**config.mk**
```make
export PLATFORM = sky130hd
export DESIGN_NAME = ackt_tracker
export DESIGN_NICKNAME = d
export VERILOG_FILES = /design/src/rtl/ackt_pkg.sv /design/src/rtl/ackt_src_lookup.sv /design/src/rtl/ackt_link_store.sv /design/src/rtl/ackt_walk.sv /design/src/rtl/ackt_tracker.sv
export SDC_FILE = /design/constraint.sdc
export NUM_CORES = 2
export LEC_CHECK = 0
export BUFFER_PORTS_ARGS = -buffer_cell sky130_fd_sc_hd__buf_2
export CORE_AREA = 2 2 358 360
export DETAILED_ROUTE_END_ITERATION = 12
export DIE_AREA = 0 0 360 362
export PLACE_DENSITY = 0.65
export SLEW_MARGIN = 40
export SYNTH_ARGS = -nofsm -noshare
export SYNTH_HDL_FRONTEND = slang
export SYNTH_SLANG_ARGS = --single-unit
export TNS_END_PERCENT = 20
```
**constraint.sdc**
```tcl
create_clock -name clk -period 7.88 [get_ports clk]
set_input_delay 1.182 -clock clk [delete_from_list [all_inputs] [get_ports clk]]
set_output_delay 1.182 -clock clk [all_outputs]
set_load 0.005 [all_outputs]
```
**src/rtl/ackt_pkg.sv**
```systemverilog
package ackt_pkg;
    localparam int ID_W   = 10;
    localparam int PRIO_W = 8;
    localparam int RP_W   = PRIO_W + 1;
    localparam logic [ID_W-1:0] NO_IRQ    = 10'd1023;
    localparam logic [RP_W-1:0] IDLE_PRIO = 9'h100;

    typedef logic [ID_W-1:0] irq_id_t;
    typedef logic [RP_W-1:0] run_prio_t;

    typedef enum logic {WK_IDLE, WK_STEP} walk_state_e;

    typedef struct packed {
        logic              hit;
        logic [PRIO_W-1:0] prio;
        logic              edge_trig;
        logic              one_to_n;
        logic              level;
        logic              enabled;
        logic              tgt_hit;
    } src_attr_t;

    function automatic run_prio_t prio_of(src_attr_t a);
        return a.hit ? {1'b0, a.prio} : IDLE_PRIO;
    endfunction

    function automatic logic still_raised(src_attr_t a);
        return a.hit && !a.edge_trig && a.enabled && a.level && a.tgt_hit;
    endfunction
endpackage

```
**src/rtl/ackt_src_lookup.sv**
```systemverilog
module ackt_src_lookup
    import ackt_pkg::*;
#(
    parameter int NSRC = 64
) (
    input  logic [ID_W-1:0]              id,
    input  logic [NSRC-1:0][PRIO_W-1:0]  prio_v,
    input  logic [NSRC-1:0]              edge_v,
    input  logic [NSRC-1:0]              model_v,
    input  logic [NSRC-1:0]              level_v,
    input  logic [NSRC-1:0]              en_v,
    input  logic [NSRC-1:0]              tgt_v,
    output src_attr_t                    attr
);
    localparam int IDX_W = (NSRC > 1) ? $clog2(NSRC) : 1;

    logic [IDX_W-1:0] idx;
    assign idx = id[IDX_W-1:0];

    always_comb begin
        attr = '0;
        if (id < ID_W'(NSRC)) begin
            attr.hit       = 1'b1;
            attr.prio      = prio_v[idx];
            attr.edge_trig = edge_v[idx];
            attr.one_to_n  = model_v[idx];
            attr.level     = level_v[idx];
            attr.enabled   = en_v[idx];
            attr.tgt_hit   = tgt_v[idx];
        end
    end
endmodule

```
**src/rtl/ackt_link_store.sv**
```systemverilog
module ackt_link_store
    import ackt_pkg::*;
#(
    parameter int NSRC = 64
) (
    input  logic            clk,
    input  logic            rst,
    input  irq_id_t         rd0_idx,
    output irq_id_t         rd0_data,
    input  irq_id_t         rd1_idx,
    output irq_id_t         rd1_data,
    input  logic            wr_en,
    input  irq_id_t         wr_idx,
    input  irq_id_t         wr_data
);
    localparam int IDX_W = (NSRC > 1) ? $clog2(NSRC) : 1;

    irq_id_t links [NSRC];

    always_comb begin
        rd0_data = NO_IRQ;
        rd1_data = NO_IRQ;
        if (rd0_idx < ID_W'(NSRC)) rd0_data = links[rd0_idx[IDX_W-1:0]];
        if (rd1_idx < ID_W'(NSRC)) rd1_data = links[rd1_idx[IDX_W-1:0]];
    end

    always_ff @(posedge clk) begin
        if (rst) begin
            for (int i = 0; i < NSRC; i++) links[i] <= NO_IRQ;
        end else if (wr_en && (wr_idx < ID_W'(NSRC))) begin
            links[wr_idx[IDX_W-1:0]] <= wr_data;
        end
    end
endmodule

```
**src/rtl/ackt_walk.sv**
```systemverilog
module ackt_walk
    import ackt_pkg::*;
#(
    parameter int NSRC = 64
) (
    input  logic    clk,
    input  logic    rst,
    input  logic    start,
    input  irq_id_t start_cur,
    input  irq_id_t start_tgt,
    input  irq_id_t link_of_cur,
    output irq_id_t cur,
    output irq_id_t tgt,
    output logic    busy,
    output logic    splice_we
);
    localparam int CW = $clog2(NSRC + 1);
    localparam logic [CW-1:0] MAX_STEP = CW'(NSRC - 1);

    walk_state_e    state;
    logic [CW-1:0]  steps;
    logic           at_end;
    logic           found;

    assign busy      = (state == WK_STEP);
    assign at_end    = (link_of_cur == NO_IRQ);
    assign found     = !at_end && (link_of_cur == tgt);
    assign splice_we = busy && found;

    always_ff @(posedge clk) begin
        if (rst) begin
            state <= WK_IDLE;
            cur   <= NO_IRQ;
            tgt   <= NO_IRQ;
            steps <= '0;
        end else begin
            case (state)
                WK_IDLE: if (start) begin
                    state <= WK_STEP;
                    cur   <= start_cur;
                    tgt   <= start_tgt;
                    steps <= '0;
                end
                WK_STEP: begin
                    if (at_end || found || steps == MAX_STEP) begin
                        state <= WK_IDLE;
                    end else begin
                        cur   <= link_of_cur;
                        steps <= steps + 1'b1;
                    end
                end
                default: state <= WK_IDLE;
            endcase
        end
    end


    walk_bound_chk: assert property (@(posedge clk) disable iff (rst)
        busy |-> steps <= MAX_STEP);

    walk_start_chk: assert property (@(posedge clk) disable iff (rst)
        (start && !busy) |=> busy);
endmodule

```
**src/rtl/ackt_tracker.sv**
```systemverilog
module ackt_tracker
    import ackt_pkg::*;
#(
    parameter int NSRC = 64
) (
    input  logic                      clk,
    input  logic                      rst,
    input  logic                      ack_req,
    input  logic                      eoi_req,
    input  logic [9:0]                eoi_id,
    input  logic [9:0]                hp_id,
    input  logic [NSRC*8-1:0]         src_prio,
    input  logic [NSRC-1:0]           src_edge,
    input  logic [NSRC-1:0]           src_one_to_n,
    input  logic [NSRC-1:0]           src_level,
    input  logic [NSRC-1:0]           src_en,
    input  logic [NSRC-1:0]           src_tgt,
    output logic                      busy,
    output logic                      ack_valid,
    output logic [9:0]                ack_id,
    output logic [9:0]                run_id,
    output logic [8:0]                run_prio,
    output logic                      clr_valid,
    output logic [9:0]                clr_id,
    output logic                      clr_all,
    output logic                      rep_valid,
    output logic [9:0]                rep_id
);
    logic [NSRC-1:0][PRIO_W-1:0] prio_arr;
    assign prio_arr = src_prio;

    src_attr_t hp_attr, eoi_attr, pred_attr;
    irq_id_t   link_rd0, link_rd1, rd0_idx;
    irq_id_t   walk_cur, walk_tgt;
    logic      walk_busy, splice_we;
    logic      link_we;
    irq_id_t   link_widx, link_wdata;

    logic ack_take, eoi_take, eoi_ok, ack_good, walk_start;

    ackt_src_lookup #(.NSRC(NSRC)) u_hp_lu (
        .id(hp_id), .prio_v(prio_arr), .edge_v(src_edge), .model_v(src_one_to_n),
        .level_v(src_level), .en_v(src_en), .tgt_v(src_tgt), .attr(hp_attr));
    ackt_src_lookup #(.NSRC(NSRC)) u_eoi_lu (
        .id(eoi_id), .prio_v(prio_arr), .edge_v(src_edge), .model_v(src_one_to_n),
        .level_v(src_level), .en_v(src_en), .tgt_v(src_tgt), .attr(eoi_attr));
    ackt_src_lookup #(.NSRC(NSRC)) u_pred_lu (
        .id(link_rd0), .prio_v(prio_arr), .edge_v(src_edge), .model_v(src_one_to_n),
        .level_v(src_level), .en_v(src_en), .tgt_v(src_tgt), .attr(pred_attr));

    assign rd0_idx = walk_busy ? walk_cur : run_id;

    ackt_link_store #(.NSRC(NSRC)) u_links (
        .clk(clk), .rst(rst),
        .rd0_idx(rd0_idx), .rd0_data(link_rd0),
        .rd1_idx(walk_tgt), .rd1_data(link_rd1),
        .wr_en(link_we), .wr_idx(link_widx), .wr_data(link_wdata));

    ackt_walk #(.NSRC(NSRC)) u_walk (
        .clk(clk), .rst(rst), .start(walk_start),
        .start_cur(run_id), .start_tgt(eoi_id), .link_of_cur(link_rd0),
        .cur(walk_cur), .tgt(walk_tgt), .busy(walk_busy), .splice_we(splice_we));

    assign busy       = walk_busy;
    assign eoi_take   = eoi_req && !walk_busy;
    assign ack_take   = ack_req && !walk_busy;
    assign eoi_ok     = eoi_attr.hit && (run_id != NO_IRQ);
    assign ack_good   = ack_take && !eoi_req && hp_attr.hit && (prio_of(hp_attr) < run_prio);
    assign walk_start = eoi_take && eoi_ok && (eoi_id != run_id);

    always_comb begin
        link_we    = 1'b0;
        link_widx  = NO_IRQ;
        link_wdata = NO_IRQ;
        if (splice_we) begin
            link_we    = 1'b1;
            link_widx  = walk_cur;
            link_wdata = link_rd1;
        end else if (ack_good) begin
            link_we    = 1'b1;
            link_widx  = hp_id;
            link_wdata = run_id;
        end
    end

    always_ff @(posedge clk) begin
        if (rst) begin
            run_id    <= NO_IRQ;
            run_prio  <= IDLE_PRIO;
            ack_valid <= 1'b0;
            ack_id    <= NO_IRQ;
            clr_valid <= 1'b0;
            clr_id    <= NO_IRQ;
            clr_all   <= 1'b0;
            rep_valid <= 1'b0;
            rep_id    <= NO_IRQ;
        end else begin
            ack_valid <= 1'b0;
            clr_valid <= 1'b0;
            rep_valid <= 1'b0;
            if (eoi_take && eoi_ok) begin
                if (still_raised(eoi_attr)) begin
                    rep_valid <= 1'b1;
                    rep_id    <= eoi_id;
                end
                if (eoi_id == run_id) begin
                    run_id   <= link_rd0;
                    run_prio <= prio_of(pred_attr);
                end
            end
            if (ack_take) begin
                ack_valid <= 1'b1;
                ack_id    <= ack_good ? hp_id : NO_IRQ;
                if (ack_good) begin
                    run_id    <= hp_id;
                    run_prio  <= prio_of(hp_attr);
                    clr_valid <= 1'b1;
                    clr_id    <= hp_id;
                    clr_all   <= hp_attr.one_to_n;
                end
            end
        end
    end


    idle_pair_chk: assert property (@(posedge clk) disable iff (rst)
        (run_id == NO_IRQ) == (run_prio == IDLE_PRIO));

    ack_runs_chk: assert property (@(posedge clk) disable iff (rst)
        (ack_valid && ack_id != NO_IRQ) |-> (run_id == ack_id && run_prio < $past(run_prio)));

    busy_stall_chk: assert property (@(posedge clk) disable iff (rst)
        busy |=> (!ack_valid && !rep_valid));

    walk_keeps_run_chk: assert property (@(posedge clk) disable iff (rst)
        busy |=> ($stable(run_id) && $stable(run_prio)));

    eoi_range_chk: assert property (@(posedge clk) disable iff (rst)
        (eoi_req && !busy && eoi_id >= 10'(NSRC) && !ack_req) |=> ($stable(run_id) && !rep_valid));

    clr_pairs_ack_chk: assert property (@(posedge clk) disable iff (rst)
        clr_valid |-> (ack_valid && clr_id == ack_id));
endmodule

```
==> metrics.md <==
| Metric | Value |
|---|---|
| Max Clk Rate | `140 MHz` |
| Max Buffers Root-to-Sink | `3` |
| Post-synth top cells | `nand2b_1 (651), edfxtp_1 (640), nand2_1 (625)` |
| Final setup violation count | `0` |
| First-pass GRT wire length | `a little under 400,000 microns` |
| H-tree lvl count | `3` |
| Final critical-path share of the clock period | `between 90 and 100%` |
| Min-delay worst type | `flip-flop to flip-flop` |
| Synth Flop Type | `edfxtp_1` |
| PwrDens | `145 nW/um^2` |
| Worst reg2reg startpoint | `run_id[1]` |
| CP arrival | `7.53 ns` |
| Setup bufs post-CTS | `0` |
| Critical Path Fanout Max | `13` |
| Fraction of registers with async set/reset | `0%` |
| CTS Buf Count | `83` |
| Top post-synthesis cells by area | `edfxtp_1 (36%), mux4_2 (18%), nand2b_1 (7.6%), mux2i_1 (5.6%), nand2_1 (4.4%)` |
| Distinct cell type count after synthesis | `84` |
| I/O Pins | `about 900` |
| Crit-path most repeated cell | `nor4_1` |
| Post-synth EDFFs | `640` |
| Avg Inst Size Synth | `10.8 sq um` |
| Syn. warnings | `0` |
| Final wirelength | `295,000 microns` |
| CP max-delay cell | `dfxtp_1` |
| DR pass1 iterations | `9` |
| Clock transition at path regs | `0.06 ns` |
| GP Congestion | `roughly 1.0` |
| Initial antenna violation count | `157` |
| Setup crit start kind | `flip-flop` |
| Fin Setup TNS | `0 ns` |
| Status | `finished, final reports clean` |
| Initial Util | `42.2%` |
| FF+latch count, synth | `727` |
| Final Power | `roughly 9 mW` |
| Die Ht | `362 microns` |
| Iter 0 DRT Violations | `approximately 9,500` |
| Min cycle time layout | `7.16 ns` |
| Share of cells above drive strength 1 | `33.4%` |
| Worst R2R End | `u_links.links[62][8]` |
| Critical Path End Type | `flip-flop` |
| Area growth syn-to-layout | `19.3%` |
| Syn Std Cell Area | `53,400 sq um` |
| Vias/cell | `around 6.9` |
| Core Area | `127,000 sq um` |
| Vias in the first global route | `about 47,000` |
| RSZ-0062 raised after global routing | `false` |
| LEAKAGE | `19.9 nW` |
| Hold Path Depth | `2` |
| Die width | `approximately 360 microns` |
| Area leader, netlist | `edfxtp_1` |
| Post-route ant nets | `0` |
| CTS tree | `yes` |
| Hold buffers post-CTS | `0` |
| Fillers | `11,439` |
| Setup Skew | `0.0578 ns` |
| Min-delay src | `u_walk.steps[6]` |
| Max_cap viols | `0` |
| R2R Setup Slk | `between 0.7 and 0.8 ns` |
| Row Count | `~130` |
| Top delay family on crit path | `simple AND/OR/NAND/NOR gates` |
| Vias | `52,226` |
| Worst Hold End | `u_walk.steps[6]` |
| Buf/Inv on CP | `2` |
| Final hold vios | `0` |
| Relative slew slack | `31.1%` |
| Most instantiated library cell after synthesis | `nand2b_1` |
| Worst hold slack | `about 0.44 ns` |
| CTS resizes | `0` |
| Die area | `around 130,000 sq um` |
| Mean routed wirelength per cell | `about 40 microns` |
| CP cell instances | `nor2_4 > buf_8 > buf_4 > a22oi_1 > o22ai_1 > o21ai_0 > nand4_1 > o31a_1 > nor4_1 > and4bb_2 > a31oi_2 > and3_2 > a21o_1 > nor4_1 > or2_2` |
| Synthesized Nets | `5,830` |
| PortBufs | `909` |
| Largest net degree at the start of global routing | `151` |
| Worst r2r path cells | `15` |
| Crit Path Class | `flip-flop to flip-flop` |
| Worst slew pin tran | `1.02 ns` |
| CTS sink cnt | `727` |
| Peak VDD IR | `174 uV` |
| Dpl hpwl | `228,000 microns` |
| Worst skew pair latency | `0.69 ns` |
| Nets@finish | `6,596` |
| Crit-path max cell delay | `0.84 ns` |
| Clk root buf | `clkbuf_16` |
| Register area share after synthesis | `about two fifths` |
| Gr usage total | `43.7%` |
| Cells after synthesis | `around 5,000` |
| WP data required | `~8.3 ns` |
| Final slew viol count | `0` |
| # DRC | `0` |
| Post-synth top area share | `between 30 and 40%` |
| Grt total ovfl | `0` |
==> logic make-up after synthesis <==
family          count (synthesis)  share of synthesized area, %
compound gates               1040                          13.2
xor+xnor                       14                         0.229
fa+ha+maj                       9                         0.211
buf+inv                       545                          4.47
flops                         727                          39.2
mux                           778                          24.6
simple gates                 1852                          18.1
==> cell type report <==
cell class              count  area (sq um)  area share, %
flip-flops and latches    727         21000           32.9
well taps                1662          2080           3.26
clock inverters            48           579          0.909
clock buffers             102          2180           3.42
repair buffers           1197          7230           11.3
diodes                     73           183          0.287
multi-input cells        3693         30400           47.7
inverters                  29           109          0.171
==> flip-flops by register name, indices dropped and copies added (netlist names), named ones only <==
name           flops
ack_id            10
ack_valid          1
clr_all            1
clr_id            10
clr_valid          1
rep_id            10
rep_valid          1
run_id            10
run_prio           9
u_links.links    640
u_walk.busy        1
u_walk.cur        10
u_walk.steps       7
u_walk.tgt        10
==> worst reg2reg max path: cells and delay by family, from the launching register on <==
| kind | cells | cell delay (ns) |
|---|---|---|
| buf+inv | 2 | 0.47 |
| flops | 1 | 0.84 |
| simple gates | 7 | 3.36 |
| compound gates | 6 | 2.23 |
==> report_power, final <==
group	total [mW]	internal, mW	switching [mW]
Sequential	4.17	4.17	0.00234
Clock	4.03	2.29	1.74
Combinational	1.07	0.439	0.628
==> how the worst max path moves through the flow <==
stage / from / to / slack [ns] / depth (start not counted)
floorplan: hp_id[0] / u_links.links[56][0] / 0.09 / 22
global placement: hp_id[0] / u_links.links[8][7] / 0.39 / 18
detailed placement: hp_id[0] / u_links.links[8][2] / 0.34 / 19
CTS: hp_id[0] / u_links.links[8][6] / 1.00 / 19
global route: hp_id[0] / u_links.links[8][6] / 0.66 / 19
finish: run_id[1] / u_links.links[62][8] / 0.72 / 15
==> per-stage QoR <==
step | area, sq um | setup slack, ns | util [%] | instances
5_1_grt | 63600 | 0.661 | 50.2 | 7482
6_report | 63700 | 0.719 | 50.3 | 7531
3_3_place_gp | 60600 | 0.394 | 47.8 | 7299
4_1_cts | 63500 | 1.00 | 50.1 | 7456
3_5_place_dp | 60800 | 0.342 | 48.0 | 7306
2_1_floorplan | 53400 | 0.0890 | - | 4965
==> layout by cell type, fill, tap and decap left out, types with 14 or more instances in the layout <==
| cell | Yosys | final |
|---|---|---|
| nand2_1 | 625 | 621 |
| clkbuf_16 | 0 | 84 |
| a21oi_1 | 173 | 172 |
| buf_12 | 0 | 38 |
| inv_1 | 28 | 26 |
| and2_1 | 17 | 16 |
| nor3_1 | 19 | 19 |
| o22ai_1 | 140 | 139 |
| nor2_1 | 214 | 212 |
| o211ai_1 | 24 | 24 |
| clkbuf_1 | 267 | 17 |
| diode_2 | 0 | 73 |
| o41ai_1 | 27 | 27 |
| o221ai_1 | 32 | 31 |
| buf_2 | 108 | 907 |
| buf_4 | 52 | 244 |
| and3_1 | 14 | 14 |
| or2_2 | 52 | 52 |
| nand4_1 | 101 | 101 |
| edfxtp_1 | 640 | 640 |
| nand3_1 | 30 | 30 |
| a22oi_1 | 257 | 257 |
| mux4_2 | 422 | 422 |
| nand2b_1 | 651 | 650 |
| clkinv_1 | 0 | 16 |
| nand4b_1 | 46 | 46 |
| mux2i_1 | 299 | 292 |
| mux2_2 | 57 | 56 |
| a211oi_1 | 30 | 30 |
| dfxtp_1 | 87 | 79 |
| o21ai_0 | 206 | 205 |
| a22o_1 | 14 | 14 |
==> metal layers <==
layer	track usage [%]	wire, microns	up-vias
li1	-	-	20708
met3	17.2	45200	747
met1	59.3	112000	26158
met4	17.0	13800	66
met5	0.962	996	-
met2	62.4	123000	4547
(Power assumes the default switching activity.)
